## config.mk

```make
export PLATFORM = sky130hd
export DESIGN_NAME = tpg_train_pattern
export DESIGN_NICKNAME = d
export VERILOG_FILES = /design/src/rtl/tpg_pkg.sv /design/src/rtl/tpg_stream.sv /design/src/rtl/tpg_checker.sv /design/src/rtl/tpg_train_pattern.sv
export SDC_FILE = /design/constraint.sdc
export NUM_CORES = 1
export LEC_CHECK = 0
export CORE_UTILIZATION = 50
export CTS_BUF_LIST = sky130_fd_sc_hd__clkbuf_16
export CTS_CLUSTER_SIZE = 12
export DETAILED_ROUTE_END_ITERATION = 16
export PLACE_DENSITY = 0.8
export SYNTH_ARGS = -nofsm -noshare
export SYNTH_HDL_FRONTEND = slang
export SYNTH_SLANG_ARGS = --single-unit
```

## constraint.sdc

```tcl
create_clock -name clk -period 5.8 [get_ports clk]
set_input_delay 0.58 -clock clk [delete_from_list [all_inputs] [get_ports clk]]
set_output_delay 0.58 -clock clk [all_outputs]
set_load 0.02 [all_outputs]
```

## src/rtl/tpg_pkg.sv

```systemverilog
package tpg_pkg;
   typedef enum logic [1:0] {
      PAT_TOGGLE  = 2'd0,
      PAT_PRBS    = 2'd1,
      PAT_SWEEP   = 2'd2,
      PAT_TOGGLE2 = 2'd3
   } pat_mode_e;

   localparam int PRBS_W = 7;

   // one step of the x^7+x^6+1 register, output taken from the top bit
   function automatic logic [PRBS_W-1:0] prbs_next(input logic [PRBS_W-1:0] s);
      return {s[PRBS_W-2:0], s[PRBS_W-1] ^ s[PRBS_W-2]};
   endfunction
endpackage

```

## src/rtl/tpg_stream.sv

```systemverilog
module tpg_stream
   import tpg_pkg::*;
#(
   parameter int SWEEP_STEPS = 6
) (
   input  logic              clk,
   input  logic              rst_n,
   input  logic              load,
   input  logic              advance,
   input  logic [1:0]        mode_i,
   input  logic [PRBS_W-1:0] seed_i,
   output logic              bit_o
);
   localparam int IDX_W = (SWEEP_STEPS > 1) ? $clog2(SWEEP_STEPS) : 1;
   localparam int CNT_W = SWEEP_STEPS;
   localparam logic [IDX_W-1:0] IDX_LAST = IDX_W'(SWEEP_STEPS - 1);

   pat_mode_e          mode_q;
   logic               tog_q;
   logic [PRBS_W-1:0]  lfsr_q;
   logic [IDX_W-1:0]   idx_q;
   logic [CNT_W-1:0]   cnt_q;
   logic               pol_q;
   logic [CNT_W-1:0]   run_len;
   logic               run_end;

   assign run_len = CNT_W'(1) << idx_q;
   assign run_end = (cnt_q == run_len - CNT_W'(1));

   always_ff @(posedge clk or negedge rst_n) begin
      if (!rst_n) begin
         mode_q <= PAT_TOGGLE;
         tog_q  <= 1'b0;
         lfsr_q <= PRBS_W'(1);
         idx_q  <= '0;
         cnt_q  <= '0;
         pol_q  <= 1'b0;
      end else if (load) begin
         mode_q <= pat_mode_e'(mode_i);
         tog_q  <= 1'b0;
         lfsr_q <= (seed_i == '0) ? PRBS_W'(1) : seed_i;
         idx_q  <= '0;
         cnt_q  <= '0;
         pol_q  <= 1'b0;
      end else if (advance) begin
         tog_q  <= ~tog_q;
         lfsr_q <= prbs_next(lfsr_q);
         if (run_end) begin
            cnt_q <= '0;
            pol_q <= ~pol_q;
            if (pol_q) idx_q <= (idx_q == IDX_LAST) ? '0 : idx_q + IDX_W'(1);
         end else begin
            cnt_q <= cnt_q + CNT_W'(1);
         end
      end
   end

   always_comb begin
      case (mode_q)
         PAT_PRBS:  bit_o = lfsr_q[PRBS_W-1];
         PAT_SWEEP: bit_o = pol_q;
         default:   bit_o = tog_q;
      endcase
   end

   a_r4_lfsr_nonzero: assert property (@(posedge clk) disable iff (!rst_n)
      lfsr_q != '0);
   a_r5_run_in_bounds: assert property (@(posedge clk) disable iff (!rst_n)
      cnt_q < run_len);
   a_r5_step_in_range: assert property (@(posedge clk) disable iff (!rst_n)
      idx_q <= IDX_LAST);
endmodule

```

## src/rtl/tpg_checker.sv

```systemverilog
module tpg_checker #(
   parameter int LANES = 8,
   parameter int ERR_W = 16
) (
   input  logic             clk,
   input  logic             rst_n,
   input  logic             clear,
   input  logic             check_en,
   input  logic [LANES-1:0] rd_data,
   input  logic [LANES-1:0] exp_data,
   output logic [LANES-1:0] flags,
   output logic [ERR_W-1:0] count
);
   localparam int POP_W = $clog2(LANES + 1);
   localparam logic [ERR_W:0] CNT_MAX = {1'b0, {ERR_W{1'b1}}};

   logic [LANES-1:0] miss;
   logic [POP_W-1:0] pop;
   logic [ERR_W:0]   sum;

   assign miss = rd_data ^ exp_data;

   always_comb begin
      pop = '0;
      for (int i = 0; i < LANES; i++) pop = pop + POP_W'(miss[i]);
   end

   assign sum = {1'b0, count} + (ERR_W+1)'(pop);

   always_ff @(posedge clk or negedge rst_n) begin
      if (!rst_n) begin
         flags <= '0;
         count <= '0;
      end else if (clear) begin
         flags <= '0;
         count <= '0;
      end else if (check_en) begin
         flags <= flags | miss;
         count <= (sum > CNT_MAX) ? CNT_MAX[ERR_W-1:0] : sum[ERR_W-1:0];
      end
   end

   a_r7_flags_sticky: assert property (@(posedge clk) disable iff (!rst_n)
      !clear |=> ((flags & $past(flags)) == $past(flags)));
   a_r8_count_no_wrap: assert property (@(posedge clk) disable iff (!rst_n)
      !clear |=> (count >= $past(count)));
   a_r9_idle_hold: assert property (@(posedge clk) disable iff (!rst_n)
      (!clear && !check_en) |=> ($stable(flags) && $stable(count)));
   a_r10_clear_all: assert property (@(posedge clk) disable iff (!rst_n)
      clear |=> (flags == '0 && count == '0));
endmodule

```

## src/rtl/tpg_train_pattern.sv

```systemverilog
module tpg_train_pattern
   import tpg_pkg::*;
#(
   parameter int LANES       = 8,
   parameter int ERR_W       = 16,
   parameter int SWEEP_STEPS = 6,
   parameter bit INVERT_ODD  = 1'b1
) (
   input  logic             clk,
   input  logic             rst_n,
   input  logic [1:0]       cfg_mode,
   input  logic [6:0]       cfg_seed,
   input  logic             start,
   input  logic             stop,
   output logic             running,
   output logic             wr_valid,
   output logic [LANES-1:0] wr_data,
   input  logic             rd_valid,
   input  logic [LANES-1:0] rd_data,
   output logic [LANES-1:0] err_flags,
   output logic [ERR_W-1:0] err_count
);
   if (LANES < 1) begin : g_bad_lanes
      $error("LANES must be at least 1");
   end
   if (ERR_W < 2 || (ERR_W < 31 && LANES >= (1 << ERR_W))) begin : g_bad_errw
      $error("ERR_W too narrow for LANES");
   end
   if (SWEEP_STEPS < 1 || SWEEP_STEPS > 12) begin : g_bad_sweep
      $error("SWEEP_STEPS must lie in 1..12");
   end

   logic             run_q;
   logic             tx_bit, rx_bit;
   logic [LANES-1:0] tx_word, rx_word;
   logic             chk_en;

   always_ff @(posedge clk or negedge rst_n) begin
      if (!rst_n)     run_q <= 1'b0;
      else if (start) run_q <= 1'b1;
      else if (stop)  run_q <= 1'b0;
   end

   assign chk_en = run_q && rd_valid && !start;

   tpg_stream #(.SWEEP_STEPS(SWEEP_STEPS)) u_tx (
      .clk(clk), .rst_n(rst_n), .load(start), .advance(run_q),
      .mode_i(cfg_mode), .seed_i(cfg_seed), .bit_o(tx_bit));

   tpg_stream #(.SWEEP_STEPS(SWEEP_STEPS)) u_rx (
      .clk(clk), .rst_n(rst_n), .load(start), .advance(chk_en),
      .mode_i(cfg_mode), .seed_i(cfg_seed), .bit_o(rx_bit));

   for (genvar i = 0; i < LANES; i++) begin : g_lane
      if (INVERT_ODD && (i % 2 == 1)) begin : g_inv
         assign tx_word[i] = ~tx_bit;
         assign rx_word[i] = ~rx_bit;
      end else begin : g_pass
         assign tx_word[i] = tx_bit;
         assign rx_word[i] = rx_bit;
      end
   end

   tpg_checker #(.LANES(LANES), .ERR_W(ERR_W)) u_chk (
      .clk(clk), .rst_n(rst_n), .clear(start), .check_en(chk_en),
      .rd_data(rd_data), .exp_data(rx_word),
      .flags(err_flags), .count(err_count));

   assign running  = run_q;
   assign wr_valid = run_q;
   assign wr_data  = run_q ? tx_word : '0;

   a_r2_start_runs: assert property (@(posedge clk) disable iff (!rst_n)
      start |=> wr_valid);
   a_r2_stop_quiet: assert property (@(posedge clk) disable iff (!rst_n)
      (stop && !start) |=> (!wr_valid && wr_data == '0));
endmodule

```

==> flow_metrics.py, run 1 <==
metrics = {
    "status": {
        "status": "finished clean",
    },
    "die": {
        "die_x_um": 90.1,
        "fp.dieArea_um2": 8120,
        "row_count": 31,
        "die_h_um": 90.1,
        "start_util": 0.527,
        "num_io_pins": 56,
        "coreArea_um2": 7370,
    },
    "timing": {
        "setup_tns_ns": 0,
        "slew_violations": 0,
        "skew_ns": 0.00906,
        "max_freq_mhz": 182,
        "period_share": 0.945,
        "post-route-min-period_ns": 5.48,
        "hold_viol": 0,
        "grt_setup_unrepaired": "false",
        "setup_ws_ns": 0.319,
        "slew_headroom": 0.278,
        "worstMarginPinSlew_ns": 1.08,
        "final-setup-viol-count": 0,
    },
    "yosys": {
        "synth_edf_count": 0,
        "synth_area_leaders": "dfrtp_1 39%, nor2_1 4.6%, xnor2_1 4.3%",
        "synth.distinct_cells": 65,
        "netlist.area_leader.share": 0.393,
        "synth_top_cells_by_count": "61 x dfrtp_1, 48 x nor2_1, 31 x nand2_1",
        "yosysWarningCount": 0,
        "ys_seq_area_frac": 0.407,
        "syn_inst": 406,
        "synth_area_um2": 3880,
        "synth_area_per_cell_um2": 9.56,
        "yosys.area.top_type": "dfrtp_1",
        "synthArstFlopShare": 1.00,
        "synth_nets": 445,
        "synth-main-ff-cell": "dfrtp_1",
        "synth_seq_cells": 63,
        "synth.most_common_cell": "dfrtp_1",
    },
    "global_routing": {
        "grt_pass1_vias": 3054,
        "grt_use_total": 0.220,
        "antenna_found_initial": 0,
        "grt_start_max_net_pins": 64,
        "grt.overflow.total": 0,
        "grt_pass1_wl_um": 14300,
    },
    "min_path": {
        "hold_class": "in2async",
    },
    "clock_tree": {
        "hold_buffers": 0,
        "post_cts.repair.setup_buffers": 0,
        "clk_latency_ns": 0.33,
        "path_clk_slew_ns": 0.05,
        "cts.sinks": 63,
        "cts_tree": "done",
        "ctsResizeCount": 0,
        "numCtsBuffers": 9,
        "cts.htree.levels": 3,
        "clock_path_buffers": 2,
        "clockRootBuffer": "clkbuf_16",
    },
    "layout": {
        "nets": 485,
        "multi_input_comb_area_um2": 2080,
        "final_util": 0.635,
        "seqCellArea_um2": 1580,
        "fillers": 563,
        "area_growth_pct": 20.6,
        "antenna_cells": 0,
        "drive_gt1_frac": 0.100,
    },
    "pwr": {
        "p_total_mw": 1.61,
        "ir_drop_mv": 0.202,
        "p_leak_nw": 2.00,
        "cellPowerDensity_nw_per_um2": 344,
    },
    "worst_setup_path": {
        "worstSetupPathType": "reg2reg",
        "r2r_start": "u_tx.mode_q[1]",
        "cpPeakStageDelay_ns": 0.51,
        "path_cells": "inv_1 -> ha_1 -> a22oi_1 -> nor2_1 -> a21oi_1 -> buf_4 -> xnor2_1 -> fa_1 -> inv_1 -> fa_1 -> fa_1 -> fa_1 -> inv_1 -> fa_1 -> a21o_1 -> a21oi_1 -> nor2_2 -> and3_1 -> nor4_1 -> a211oi_1",
        "worstPathArrival_ns": 5.63,
        "cpMostUsedCell": "fa_1",
        "reg2reg_depth": 20,
        "cp_max_fo": 10,
        "rrSetupSlack_ns": 0.32,
        "critPathLaunchType": "register",
        "crit_path_end_kind": "register",
        "crit_required_ns": 5.95,
        "slowest_stage": "fa_1",
        "timing.rr.end": "u_chk.count[12]",
    },
    "detailed_routing": {
        "drc_errors": 0,
        "avgRoutedWirePerCell_um": 15.3,
        "vias_per_cell": 5.67,
        "drt_iter0_drc": 187,
        "wl_um": 8400,
        "drtAntennaViolNets": 0,
        "dr.pass1.iters": 4,
        "num_vias": 3114,
    },
    "place": {
        "portBuffers": 55,
        "place_ws_ns": 0.414,
        "place_congestion": 0.849,
        "hpwlAfterDp_um": 5750,
    },
    "run": {
        "cap_viol_max_count": 0,
    },
}
[cells by family after synthesis]
family / after synthesis / synth area share
compound gates: 91 / 0.161
xor+xnor: 31 / 0.0719
fa+ha+maj: 17 / 0.0645
buf+inv: 45 / 0.0577
flops: 63 / 0.407
mux: 11 / 0.0322
simple gates: 148 / 0.206
[critical path: cells and delay by family, from the launching register on]
family	cells	cell delay, ns
adders and majority gates	6	2.63
AOI/OAI and AO/OA	5	1.08
and+or+nand+nor	4	0.72
buffers and inverters	4	0.40
DFF	1	0.35
xor gates and xnor gates	1	0.13
[routing by layer]
layer	share of wire	global-route usage	up-vias	wire length [µm]
li1	-	-	1503	-
met1	0.46	0.277	1535	3830
met2	0.49	0.366	64	4150
met3	0.034	0.0601	12	286
met4	0.015	0.0726	0	129
met5	0	0	-	0
[report_power, final]
part,switching (mW),internal (mW),leakage [nW]
clock,0.181,0.325,0.144
sequential,0.0468,0.479,0.821
combinational,0.316,0.264,1.03
[cell type report]
| cell class | instances | area share |
|---|---|---|
| multi-input combinational | 298 | 0.444 |
| sequential | 63 | 0.337 |
| clock inverter | 6 | 0.0118 |
| timing repair buffer | 57 | 0.119 |
| tap | 99 | 0.0265 |
| inverter | 17 | 0.0136 |
| clock buffer | 9 | 0.0481 |
[through the flow]
step | std cells | cell area [µm²] | hold slack [ns]
finish | 549 | 4680 | 0.403
global route | 549 | 4680 | 0.497
CTS | 549 | 4680 | 0.456
detailed placement | 534 | 4400 | 0.488
global placement | 534 | 4400 | 0.478
floorplan | 406 | 3880 | 0.284
[registers in the layout, indices dropped and copies added, names as in the netlist]
| register | count |
|---|---|
| u_chk.flags | 8 |
| u_chk.count | 16 |
| u_tx.cnt_q | 6 |
| u_rx.cnt_q | 6 |
| u_tx.idx_q | 3 |
| u_rx.lfsr_q | 7 |
| u_rx.pol_q | 1 |
| u_tx.lfsr_q | 7 |
| running | 1 |
| u_rx.tog_q | 1 |
| u_tx.mode_q | 2 |
| u_rx.idx_q | 3 |
| u_tx.tog_q | 1 |
| u_tx.pol_q | 1 |
[worst max-delay path by stage]
stage | start | end | cells past startpoint
after floorplan | u_tx.mode_q[0] | u_chk.count[5] | 20
after global placement | rd_data[0] | u_chk.count[8] | 15
after detailed placement | u_tx.mode_q[1] | u_chk.count[4] | 20
after CTS | u_tx.mode_q[1] | u_chk.count[12] | 20
after global routing | u_tx.mode_q[1] | u_chk.count[4] | 20
final | u_tx.mode_q[1] | u_chk.count[12] | 20
[cells in the final DEF (no fill, tap or decap), types with 10 or more instances in the layout]
cell,count
xnor2_1,19
ha_1,12
xor2_1,11
nor3_1,14
a31oi_1,10
inv_1,17
clkdlybuf4s50_1,53
dfrtp_1,61
o21ai_0,12
nand2_1,31
a21oi_1,29
nor2_1,48
Power figures use the tool's default switching activity.
==> run 2, diff against run 1 <==
- SYNTH_HIERARCHICAL: unset -> 1
==> run 2 against run 1 <==
Combinational power fell by 27%. First-iteration DRC count is 8.0% lower. Setup slack improved by 0.58 ns. Largest cell class unchanged. Largest power group is now sequential cells.
==> flow_metrics.py, run 2 <==
metrics = {
    "layout": {
        "regMostFlops": "u_chk/count",
        "largest_reg_flops": 16,
        "most-common-layout-cells": "63 x dfrtp_1, 53 x clkdlybuf4s50_1, 37 x nand2_1, 33 x nor2_1, 27 x a21oi_1",
        "fillers": 684,
        "antenna_cells": 0,
        "final_area_um2": 5010,
        "finalNonFillerCells": 591,
        "nets": 525,
        "reg_top3": "u_chk/count x16, u_chk/flags x8",
        "multi_input_comb_area_um2": 2300,
        "drive_gt1_frac": 0.115,
        "area_growth_pct": 19.5,
        "layout.cells.most_common": "dfrtp_1",
        "seqCellArea_um2": 1630,
    },
    "timing": {
        "setup_tns_ns": 0,
        "period_share": 0.845,
        "skew_ns": 0.00553,
        "grt_setup_unrepaired": "false",
        "slew_headroom": 0.445,
        "max_freq_mhz": 204,
        "setup_ws_ns": 0.896,
        "worstMarginPinSlew_ns": 0.832,
        "hold_viol": 0,
        "post-route-min-period_ns": 4.90,
        "slew_violations": 0,
        "final-setup-viol-count": 0,
    },
    "worst_setup_path": {
        "rrSetupSlack_ns": 0.90,
        "crit_path_end_kind": "register",
        "critPathLaunchType": "register",
        "worstPathArrival_ns": 5.15,
        "worstSetupPathType": "reg2reg",
        "timing.rr.end": "u_chk/count[7]",
        "slowest_stage": "or4_4",
        "r2r_start": "u_rx/mode_q[0]",
        "reg2reg_depth": 19,
        "cpMostUsedCell": "inv_1",
        "crit_required_ns": 6.04,
        "path_cells": "inv_1 -> ha_1 -> o21ai_0 -> buf_4 -> inv_1 -> xor2_1 -> fa_1 -> inv_1 -> fa_1 -> inv_1 -> ha_1 -> fa_1 -> xor2_1 -> ha_1 -> and3_1 -> nor2_1 -> or4_4 -> and4_4 -> nor3_2",
        "cpPeakStageDelay_ns": 0.62,
        "cp_max_fo": 10,
    },
    "clock_tree": {
        "path_clk_slew_ns": 0.05,
        "clk_latency_ns": 0.32,
        "clock_path_buffers": 2,
        "hold_buffers": 0,
        "cts.htree.levels": 3,
        "ctsResizeCount": 0,
        "cts_tree": "done",
        "cts.sinks": 65,
        "clockRootBuffer": "clkbuf_16",
        "post_cts.repair.setup_buffers": 0,
        "numCtsBuffers": 9,
    },
    "detailed_routing": {
        "vias_per_cell": 5.92,
        "avgRoutedWirePerCell_um": 15.6,
        "wl_um": 9230,
        "drtAntennaViolNets": 0,
        "drt_iter0_drc": 172,
        "num_vias": 3497,
        "drc_errors": 0,
        "dr.pass1.iters": 4,
    },
    "yosys": {
        "synth_area_leaders": "dfrtp_1 38%, ha_1 4.8%, xor2_1 4.0%",
        "synth_nets": 482,
        "synth_area_per_cell_um2": 9.55,
        "synth.most_common_cell": "dfrtp_1",
        "synth-main-ff-cell": "dfrtp_1",
        "yosys.area.top_type": "dfrtp_1",
        "synth.distinct_cells": 67,
        "synth_seq_cells": 65,
        "ys_seq_area_frac": 0.388,
        "synthArstFlopShare": 1.00,
        "syn_inst": 439,
        "synth_edf_count": 0,
        "yosysWarningCount": 6,
        "synth_top_cells_by_count": "63 x dfrtp_1, 37 x nand2_1, 34 x nor2_1",
        "netlist.area_leader.share": 0.376,
        "synth_area_um2": 4190,
    },
    "die": {
        "die_x_um": 93.6,
        "fp.dieArea_um2": 8760,
        "start_util": 0.513,
        "die_h_um": 93.6,
        "coreArea_um2": 8180,
        "num_io_pins": 56,
        "row_count": 33,
    },
    "global_routing": {
        "grt_util_met1": 0.291,
        "gr-usage-met3": 0.0374,
        "antenna_found_initial": 0,
        "grt_use_total": 0.238,
        "grt.met2_usage": 0.414,
        "grt_start_max_net_pins": 85,
        "busiest_layer": "met2",
        "grt_pass1_vias": 3514,
        "grt_pass1_wl_um": 16300,
        "grt.overflow.total": 0,
    },
    "place": {
        "place_congestion": 0.833,
        "place_ws_ns": 0.908,
        "postPlaceCellArea_um2": 4740,
        "dp.cells": 576,
        "hpwlAfterDp_um": 6390,
        "portBuffers": 55,
    },
    "pwr": {
        "p_total_mw": 1.45,
        "ir_drop_mv": 0.149,
        "p_leak_nw": 2.25,
        "cellPowerDensity_nw_per_um2": 289,
    },
    "min_path": {
        "hold_class": "in2async",
    },
    "status": {
        "status": "finished clean",
    },
    "run": {
        "cap_viol_max_count": 0,
    },
}
[run 2: cell count changes in the layout (fill, tap and decap cells not counted), moves of 6 or more]
cell,before,now
inv_1,17,26
nand2_1,31,37
nor2_1,48,33
nor3_1,14,21
o21ai_0,12,25
o31ai_1,0,8
xnor2_1,19,8
xor2_1,11,19
[run 2: how the worst max path moves through the flow]
stage | startpoint | end | slack, ns | cells past startpoint
5_1_grt | u_rx/mode_q[0] | u_chk/count[5] | 0.61 | 19
3_3_place_gp | u_rx/mode_q[0] | u_chk/count[7] | 1.00 | 19
4_1_cts | u_rx/mode_q[0] | u_chk/count[7] | 0.89 | 19
3_5_place_dp | u_rx/mode_q[0] | u_chk/count[7] | 0.91 | 19
6_report | u_rx/mode_q[0] | u_chk/count[7] | 0.90 | 19
2_1_floorplan | u_rx/mode_q[0] | u_chk/count[7] | 0.72 | 19
[run 2: report_power, final]
part	internal (mW)	switching [mW]
Combinational	0.185	0.240
Clock	0.324	0.185
Sequential	0.485	0.0329
[run 2: worst max-delay path: cells and delay by family (launching register included)]
family / cells / cell delay (ns)
XOR/XNOR: 2 / 0.37
adder cells (fa/ha/maj): 6 / 2.26
flip-flops: 1 / 0.34
AO/OA/AOI/OAI: 1 / 0.16
buffers and inverters: 5 / 0.44
AND/OR/NAND/NOR: 5 / 1.26
[run 2: final cells by class]
cell class	instances	share of cell area
Multi-Input combinational cell	321	0.460
Sequential cell	65	0.325
Timing Repair Buffer	60	0.115
Clock buffer	9	0.0449
Tap cell	105	0.0262
Inverter	25	0.0187
Clock inverter	6	0.0102
[run 2: per-stage QoR]
stage                      util  hold slack, ns
after CTS                 0.613           0.484
after floorplan               -           0.284
after detailed placement  0.579           0.487
final                     0.613           0.433
after global placement    0.579           0.480
after global routing      0.613           0.505
[run 2: cell families after synthesis]
kind of cell,after synthesis,synth area share
AOI/OAI and AO/OA,104,0.175
xor gates and xnor gates,29,0.0641
adders and majority gates,23,0.0770
buffers and inverters,53,0.0626
DFF,65,0.388
muxes,13,0.0310
and+or+nand+nor,152,0.202
[run 2: metal layers]
layer,part of all wire,up-vias
met1,0.43,1712
met2,0.50,107
li1,-,1653
met5,0,-
met4,0.022,0
met3,0.046,25
